**src/rtl/ctlreg_pkg.sv**
```systemverilog
`timescale 1ns/1ps
package ctlreg_pkg;
    localparam int IDX_W = 6;
    localparam int XLEN  = 64;
    localparam int NFIX  = 17;

    localparam logic [IDX_W-1:0] CR_BASE    = 6'h00;
    localparam logic [IDX_W-1:0] CR_CTRL    = 6'h01;
    localparam logic [IDX_W-1:0] CR_EPC     = 6'h02;
    localparam logic [IDX_W-1:0] CR_ASTREQ  = 6'h03;
    localparam logic [IDX_W-1:0] CR_ASTEN   = 6'h04;
    localparam logic [IDX_W-1:0] CR_IPL     = 6'h05;
    localparam logic [IDX_W-1:0] CR_MODE    = 6'h06;
    localparam logic [IDX_W-1:0] CR_SWINT   = 6'h07;
    localparam logic [IDX_W-1:0] CR_XSUM    = 6'h08;
    localparam logic [IDX_W-1:0] CR_XMSK    = 6'h09;
    localparam logic [IDX_W-1:0] CR_CYC     = 6'h0A;
    localparam logic [IDX_W-1:0] CR_FVA     = 6'h0B;
    localparam logic [IDX_W-1:0] CR_PTE     = 6'h0C;
    localparam logic [IDX_W-1:0] CR_TAG     = 6'h0D;
    localparam logic [IDX_W-1:0] CR_INVALL  = 6'h0E;
    localparam logic [IDX_W-1:0] CR_INVPROC = 6'h0F;
    localparam logic [IDX_W-1:0] CR_INVONE  = 6'h10;
    localparam logic [IDX_W-1:0] SCR_BASE   = 6'h20;

    // Bits a write may set in each fixed register; zero means write-to-clear.
    function automatic logic [XLEN-1:0] cr_wmask(input logic [IDX_W-1:0] idx);
        case (idx)
            CR_EPC:                         return ~64'h2;
            CR_ASTREQ, CR_ASTEN:            return 64'hF;
            CR_IPL:                         return 64'h1F;
            CR_MODE:                        return 64'h18;
            CR_SWINT:                       return 64'h7FFF0;
            CR_XSUM, CR_XMSK,
            CR_INVALL, CR_INVPROC:          return '0;
            default:                        return '1;
        endcase
    endfunction
endpackage

```
**src/rtl/ctlreg_decode.sv**
```systemverilog
`timescale 1ns/1ps
module ctlreg_decode
    import ctlreg_pkg::*;
#(
    parameter int NSCR  = 8,
    parameter int SLW   = 3,
    parameter bit IS_WR = 1'b0
) (
    input  logic [IDX_W-1:0] idx_i,
    output logic             ok_o,
    output logic             scr_o,
    output logic [SLW-1:0]   slot_o
);
    logic [IDX_W:0] off;
    logic           fixed_hit, rd_only, wr_only;

    always_comb begin
        off       = {1'b0, idx_i} - {1'b0, SCR_BASE};
        scr_o     = (idx_i >= SCR_BASE) && (off < (IDX_W+1)'(NSCR));
        slot_o    = off[SLW-1:0];
        fixed_hit = ({1'b0, idx_i} < (IDX_W+1)'(NFIX));
        rd_only   = (idx_i == CR_FVA);
        wr_only   = (idx_i == CR_TAG) || (idx_i == CR_INVALL) ||
                    (idx_i == CR_INVPROC) || (idx_i == CR_INVONE);
    end

    generate
        if (IS_WR) begin : g_wr
            assign ok_o = scr_o || (fixed_hit && !rd_only);
        end else begin : g_rd
            assign ok_o = scr_o || (fixed_hit && !wr_only);
        end
    endgenerate
endmodule

```
**src/rtl/ctlreg_cyclectr.sv**
```systemverilog
`timescale 1ns/1ps
module ctlreg_cyclectr #(
    parameter int W = 32
) (
    input  logic         clk_i,
    input  logic         rst_ni,
    output logic [W-1:0] count_o
);
    logic [W-1:0] cnt_d, cnt_q;

    always_comb cnt_d = cnt_q + W'(1);

    always_ff @(posedge clk_i or negedge rst_ni) begin
        if (!rst_ni) cnt_q <= '0;
        else         cnt_q <= cnt_d;
    end

    assign count_o = cnt_q;
endmodule

```
**src/rtl/ctlreg_bank.sv**
```systemverilog
`timescale 1ns/1ps
module ctlreg_bank
    import ctlreg_pkg::*;
#(
    parameter int              NUM_SCRATCH = 8,
    parameter int              CNT_W       = 32,
    parameter logic [XLEN-1:0] BASE_RESET  = 64'h0000_0000_0001_0000
) (
    input  logic            clk_i,
    input  logic            rst_ni,
    input  logic            rd_en_i,
    input  logic [5:0]      rd_idx_i,
    output logic [63:0]     rd_data_o,
    input  logic            wr_en_i,
    input  logic [5:0]      wr_idx_i,
    input  logic [63:0]     wr_data_i,
    output logic            fault_o,
    input  logic            va_load_i,
    input  logic [63:0]     va_i,
    input  logic            exc_post_i,
    input  logic [63:0]     exc_sum_bits_i,
    input  logic [63:0]     exc_mask_bits_i,
    output logic            intr_lock_o,
    output logic            flush_all_o,
    output logic            flush_proc_o,
    output logic            flush_one_o,
    output logic [63:0]     flush_va_o,
    output logic            tlb_insert_o,
    output logic [63:0]     ins_tag_o,
    output logic [63:0]     ins_pte_o,
    output logic            gh_err_o
);
    localparam int SLW = (NUM_SCRATCH > 1) ? $clog2(NUM_SCRATCH) : 1;

    typedef struct packed {
        logic [NFIX-1:0][XLEN-1:0]        fix;
        logic [NUM_SCRATCH-1:0][XLEN-1:0] scr;
        logic                             lock;
        logic                             p_all;
        logic                             p_proc;
        logic                             p_one;
        logic                             p_ins;
        logic                             p_gh;
    } st_t;

    st_t st_d, st_q;

    logic           rd_ok, rd_scr, wr_ok, wr_scr;
    logic [SLW-1:0] rd_slot, wr_slot;
    logic [CNT_W-1:0] live_cnt;
    logic           rd_go, wr_go;
    logic [XLEN-1:0] rd_raw;

    ctlreg_decode #(.NSCR(NUM_SCRATCH), .SLW(SLW), .IS_WR(1'b0)) u_rd_dec (
        .idx_i(rd_idx_i), .ok_o(rd_ok), .scr_o(rd_scr), .slot_o(rd_slot));

    ctlreg_decode #(.NSCR(NUM_SCRATCH), .SLW(SLW), .IS_WR(1'b1)) u_wr_dec (
        .idx_i(wr_idx_i), .ok_o(wr_ok), .scr_o(wr_scr), .slot_o(wr_slot));

    ctlreg_cyclectr #(.W(CNT_W)) u_cyc (
        .clk_i(clk_i), .rst_ni(rst_ni), .count_o(live_cnt));

    assign rd_go   = rd_en_i && rd_ok;
    assign wr_go   = wr_en_i && wr_ok;
    assign fault_o = (rd_en_i && !rd_ok) || (wr_en_i && !wr_ok);

    // Combinational read path with the split cycle-count view.
    always_comb begin
        rd_raw    = rd_scr ? st_q.scr[rd_slot] : st_q.fix[rd_idx_i[4:0]];
        rd_data_o = '0;
        if (rd_go) begin
            if (!rd_scr && rd_idx_i == CR_CYC)
                rd_data_o = {rd_raw[XLEN-1:CNT_W], live_cnt};
            else
                rd_data_o = rd_raw;
        end
    end

    // Next-state computation for storage, lock and strobes.
    always_comb begin
        st_d        = st_q;
        st_d.p_all  = 1'b0;
        st_d.p_proc = 1'b0;
        st_d.p_one  = 1'b0;
        st_d.p_ins  = 1'b0;
        st_d.p_gh   = 1'b0;

        if (wr_go) begin
            if (wr_scr) begin
                st_d.scr[wr_slot] = wr_data_i;
            end else begin
                st_d.fix[wr_idx_i[4:0]] = wr_data_i & cr_wmask(wr_idx_i);
                case (wr_idx_i)
                    CR_INVALL:  st_d.p_all  = 1'b1;
                    CR_INVPROC: st_d.p_proc = 1'b1;
                    CR_INVONE:  st_d.p_one  = 1'b1;
                    CR_TAG: begin
                        if (st_q.fix[CR_PTE][6:5] != 2'b00) st_d.p_gh  = 1'b1;
                        else                                st_d.p_ins = 1'b1;
                    end
                    default: ;
                endcase
            end
        end

        if (exc_post_i) begin
            st_d.fix[CR_XSUM] = st_d.fix[CR_XSUM] | exc_sum_bits_i;
            st_d.fix[CR_XMSK] = st_d.fix[CR_XMSK] | exc_mask_bits_i;
        end

        if (rd_go && !rd_scr && rd_idx_i == CR_FVA) st_d.lock = 1'b0;
        if (va_load_i) begin
            st_d.fix[CR_FVA] = va_i;
            st_d.lock        = 1'b1;
        end
    end

    always_ff @(posedge clk_i or negedge rst_ni) begin
        if (!rst_ni) begin
            st_q              <= '0;
            st_q.fix[CR_BASE] <= BASE_RESET;
            st_q.fix[CR_CTRL] <= 64'h6;
        end else begin
            st_q <= st_d;
        end
    end

    assign intr_lock_o  = st_q.lock;
    assign flush_all_o  = st_q.p_all;
    assign flush_proc_o = st_q.p_proc;
    assign flush_one_o  = st_q.p_one;
    assign flush_va_o   = st_q.fix[CR_INVONE];
    assign tlb_insert_o = st_q.p_ins;
    assign ins_tag_o    = st_q.fix[CR_TAG];
    assign ins_pte_o    = st_q.fix[CR_PTE];
    assign gh_err_o     = st_q.p_gh;
endmodule

```
**config.mk**
```make
export PLATFORM = sky130hd
export DESIGN_NAME = ctlreg_bank
export DESIGN_NICKNAME = d
export VERILOG_FILES = /design/src/rtl/ctlreg_pkg.sv /design/src/rtl/ctlreg_decode.sv /design/src/rtl/ctlreg_cyclectr.sv /design/src/rtl/ctlreg_bank.sv
export SDC_FILE = /design/constraint.sdc
export NUM_CORES = 2
export LEC_CHECK = 0
export BUFFER_PORTS_ARGS = -buffer_cell sky130_fd_sc_hd__buf_2
export CORE_ASPECT_RATIO = 0.8
export CORE_MARGIN = 2
export CORE_UTILIZATION = 60
export DETAILED_ROUTE_END_ITERATION = 12
export PLACE_DENSITY = 0.79
export SYNTH_ARGS = -nofsm -noshare
export SYNTH_HDL_FRONTEND = slang
export SYNTH_HIERARCHICAL = 1
export SYNTH_SLANG_ARGS = --single-unit
```
**constraint.sdc**
```tcl
create_clock -name clk_i -period 3.2 [get_ports clk_i]
set_clock_uncertainty 0.15 [all_clocks]
set_input_delay 0.32 -clock clk_i [delete_from_list [all_inputs] [get_ports clk_i]]
set_output_delay 0.32 -clock clk_i [all_outputs]
set_load 0.02 [all_outputs]
```
==> results.md <==
- VDD IR max: 0.5276 mV
- Die height: 321.0 microns
- Area Growth Syn to Fin: 19.79%
- Gr ovfl total: 0
- Hold_ws: 16.54 ps
- Failing checks: setup timing
- Number of synthesis warnings: 6
- Hold Path End: st_q[1099]$_DFF_PN0_
- Min-delay src: exc_post_i
- Drt drc: 0
- Avg WL per Cell: 30.00 microns
- Seq/Total Area, Yosys: 0.5440
- R2R cell count: 5
- Slowest CP cell: dlygate4sd3_1
- Fin crit share: 1.048
- H-tree depth: 4
- Storage element area: 41000 sq um
- Total internal power: 36.27 mW
- Core footprint: 124800 sq um
- Critical-path cell list: dlygate4sd3_1 > buf_2 > o41ai_2 > and3_4 > nand3b_1 > or4_4 > buf_12 > nor2_1 > a21oi_1 > o21ai_0 > dlygate4sd3_1
- Root Driver: clkbuf_16
- Maximum number of pins on one net before global-route repair: 127
- CP dominant cell by count: dlygate4sd3_1
- Worst-case clock buffer depth: 3
- Pre-antenna DRT Iters: 8
- Vias in the first global route: 60280
- DR vias: 59900
- CP delay by family, top: buffers and inverters
- Fillers: 7869
- Post-route ant nets: 0
- Register clock-pin slew on the reported worst setup and hold paths: 60 ps
- Post-synth ARST share: 1.000
- Pleak: 41.85 nW
- Layout cells sized above 1: 0.3202
- Pre-CTS setup slack: -298.4 ps
- Min-Delay Path Class: input pin to flip-flop
- Initial antenna violation count: 28
- WL final: 266400 microns
- PwrDens: 548.0 nW/um^2
- Clock sinks: 1638
- CTS tree: built
- F_max: 0.2983 GHz
- Cell variety after synth: 70
- Sw Ratio: 0.2668
- Worst R2R End: u_cyc/count_o[30]$_DFF_PN0_
- Num ports: 537
- Initial core utilization: 0.6037
- Row count: 116
- Top FF cell, synth: dfrtp_1
- Worst slew margin: 0.1623
- Non-filler instance count after layout: 8881
- Commonest non-fill, non-tap cell in the layout: dfrtp_1
- Post-synthesis cell area: 75360 sq um
- Cts bufs inserted: 158
- Final Critical Period: 3352 ps
- Comb pwr share: 0.130
- Hold Path Depth: 3
- Endpoints failing hold: 0
- Via-per-instance ratio: 6.744
- Commonest non-fill, non-tap cells in the layout: dfrtp_1 (1627), o21ai_0 (1012), nand2_1 (1010)
- Req. time, crit path: 3780 ps
- Crit path largest cell delay: 570 ps
- Die ar.: 128500 sq um
- Sequential power share: 0.470
- Gr usage total: 0.4115
- Final Net Count: 7365
- Setup ws final: -152.4 ps
- CP bufs+invs: 4
- Synth Area per Inst: 11.71 sq um
- Psw: 13.20 mW
- Critical setup path kind: input pin to flip-flop
- Detailed Place HPWL: 171700 microns
- R2R setup slack: 900 ps
- # placed instances: 8261
- Post-synth EDFFs: 0
- CP Capture Type: flip-flop
- Post-Synthesis Cells: 6438
- IO buf count: 536
- Max Cap Viol: 0
- DIE WIDTH: 400.2 microns
- Global-route wire length before repair: 391800 microns
- Slew Viols, Final: 0
- Startpoint types: input pin
- RSZ-0062 raised after global routing: true
- Critical Path Fanout Max: 86
- # setup viols final: 21
- Total Power: 49.46 mW
- RR Startpoint: u_cyc/count_o[0]$_DFF_PN0_
- Area of the multi-input gates: 31340 sq um
- Synthesized flop and latch total: 1638
- Status: complete, but fails checks
- Slew @ Worst Pin: 1253 ps
- Post-synth net total: 6714
- DR iter-0 viols: 8261
- Core Util, Final: 0.7232
- Clock Power Share: 0.400
- GPL Wtd Cong: 0.9728
- Worst skew pair latency: 810 ps
- WP data arrival: 3940 ps
[worst max path at each step]
stage | from | depth (start not counted) | to | slack, ps
6_report | wr_idx_i[5] | 11 | st_q[1224]$_DFFE_PN0P_ | -150
5_1_grt | st_q[676]$_DFFE_PN0P_ | 6 | rd_data_o[30] | -140
4_1_cts | st_q[891]$_DFFE_PN0P_ | 7 | rd_data_o[53] | -120
3_5_place_dp | rd_idx_i[3] | 10 | rd_data_o[14] | -300
3_3_place_gp | rd_idx_i[0] | 11 | rd_data_o[58] | -300
2_1_floorplan | rd_idx_i[0] | 7 | rd_data_o[56] | 290
[cell families after synthesis]
logic type                 count (synthesis)  share of synthesized area
adders and majority gates                  2                  0.0003320
muxes                                   1092                     0.2092
DFF                                     1638                     0.5440
AOI/OAI and AO/OA                       1514                     0.1163
xor gates and xnor gates                  30                   0.003487
and+or+nand+nor                         1381                    0.07415
buffers and inverters                    781                    0.05250
[per-stage QoR]
| stage | cell area, sq um | setup TNS [ps] |
|---|---|---|
| finish | 90270 | -1001 |
| global route | 90250 | -800.4 |
| floorplan | 75360 | 0 |
| CTS | 89710 | -692.4 |
| detailed placement | 80830 | -2132 |
| global placement | 80830 | -1801 |
[cells in the mapped netlist (all sizes together), types with 3 or more instances]
cell     instances  area [sq um]
dfrtp         1635         40910
nor2           231         869.6
nor3            13         70.07
o21ai         1073          5370
and2             5         31.28
or3              6         42.54
a211oi          21         162.6
o22ai           51         319.1
clkbuf         421          1583
a221o          111          1111
a311oi           9         78.83
o22a             6         52.55
a221oi           5         43.79
nand4            4         25.02
nor4            17         152.7
a22oi           58         435.4
inv             23         86.33
xor2            20         175.2
a211o           24         210.2
dfstp            3         78.83
nor2b           17         106.4
o2bb2ai         10         87.58
a21oi          103         515.5
mux2           584          6576
or2              4         25.02
mux2i          180          1802
or4              8         60.06
a2111oi          8         70.07
nand3           14         80.08
nand2         1026          3851
nand2b          11         68.82
mux4           328          7387
and3             3         18.77
xnor2           10         87.58
and4             4         35.03
buf            337          2287
a22o            19         166.4
nor3b            8         65.06
[layout make-up]
type                            count  area share
Antenna cell                       14   0.0003881
Sequential cell                  1638      0.4542
Inverter                           23   0.0009980
Timing Repair Buffer             1249      0.1144
Tap cell                         1652     0.02290
Clock inverter                     64     0.01016
Clock buffer                      222     0.04972
Multi-Input combinational cell   4019      0.3472
[what timing repair did]
| item | in CTS | in global routing |
|---|---|---|
| resized for setup | 132 | 77 |
| hold buffers | 280 | 0 |
| setup endpoints to repair | 47 | 48 |
| cloned | 0 | 3 |
| hold endpoints to repair | 1686 | 0 |
| buffers inserted | 28 | 22 |
| pin swaps | 40 | 30 |
[worst register-to-register path: cells and delay by family, from the launching register on]
kind	cells	cell delay [ps]
adders and majority gates	1	290
and+or+nand+nor	3	1140
DFF	1	440
xor gates and xnor gates	1	200
[registers in the layout, summed over array words and instances (netlist names), 32 cells and up]
register       flops
st_q            1408
flush_va_o        64
ins_pte_o         64
ins_tag_o         64
u_cyc/count_o     32
[layer usage]
| layer | routed length, microns | up-vias | track usage | share of wire |
|---|---|---|---|---|
| met5 | 152 | - | 0.001120 | 0.00057 |
| met4 | 21790 | 24 | 0.2875 | 0.082 |
| met3 | 34890 | 1106 | 0.1363 | 0.13 |
| met2 | 118800 | 4631 | 0.6176 | 0.45 |
| met1 | 90760 | 29990 | 0.5082 | 0.34 |
| li1 | - | 24140 | - | - |
[power by group through the flow]
stage               clock network [mW]  logic (mW)  registers [mW]
finish                            19.8        6.44            23.2
global route                      20.6        6.82            23.3
CTS                               19.7        6.18            23.2
detailed placement                   0        5.69            23.5
global placement                     0        5.50            23.4
floorplan                            0        3.47            23.1
No activity file was read; power rests on OpenSTA's default activity.
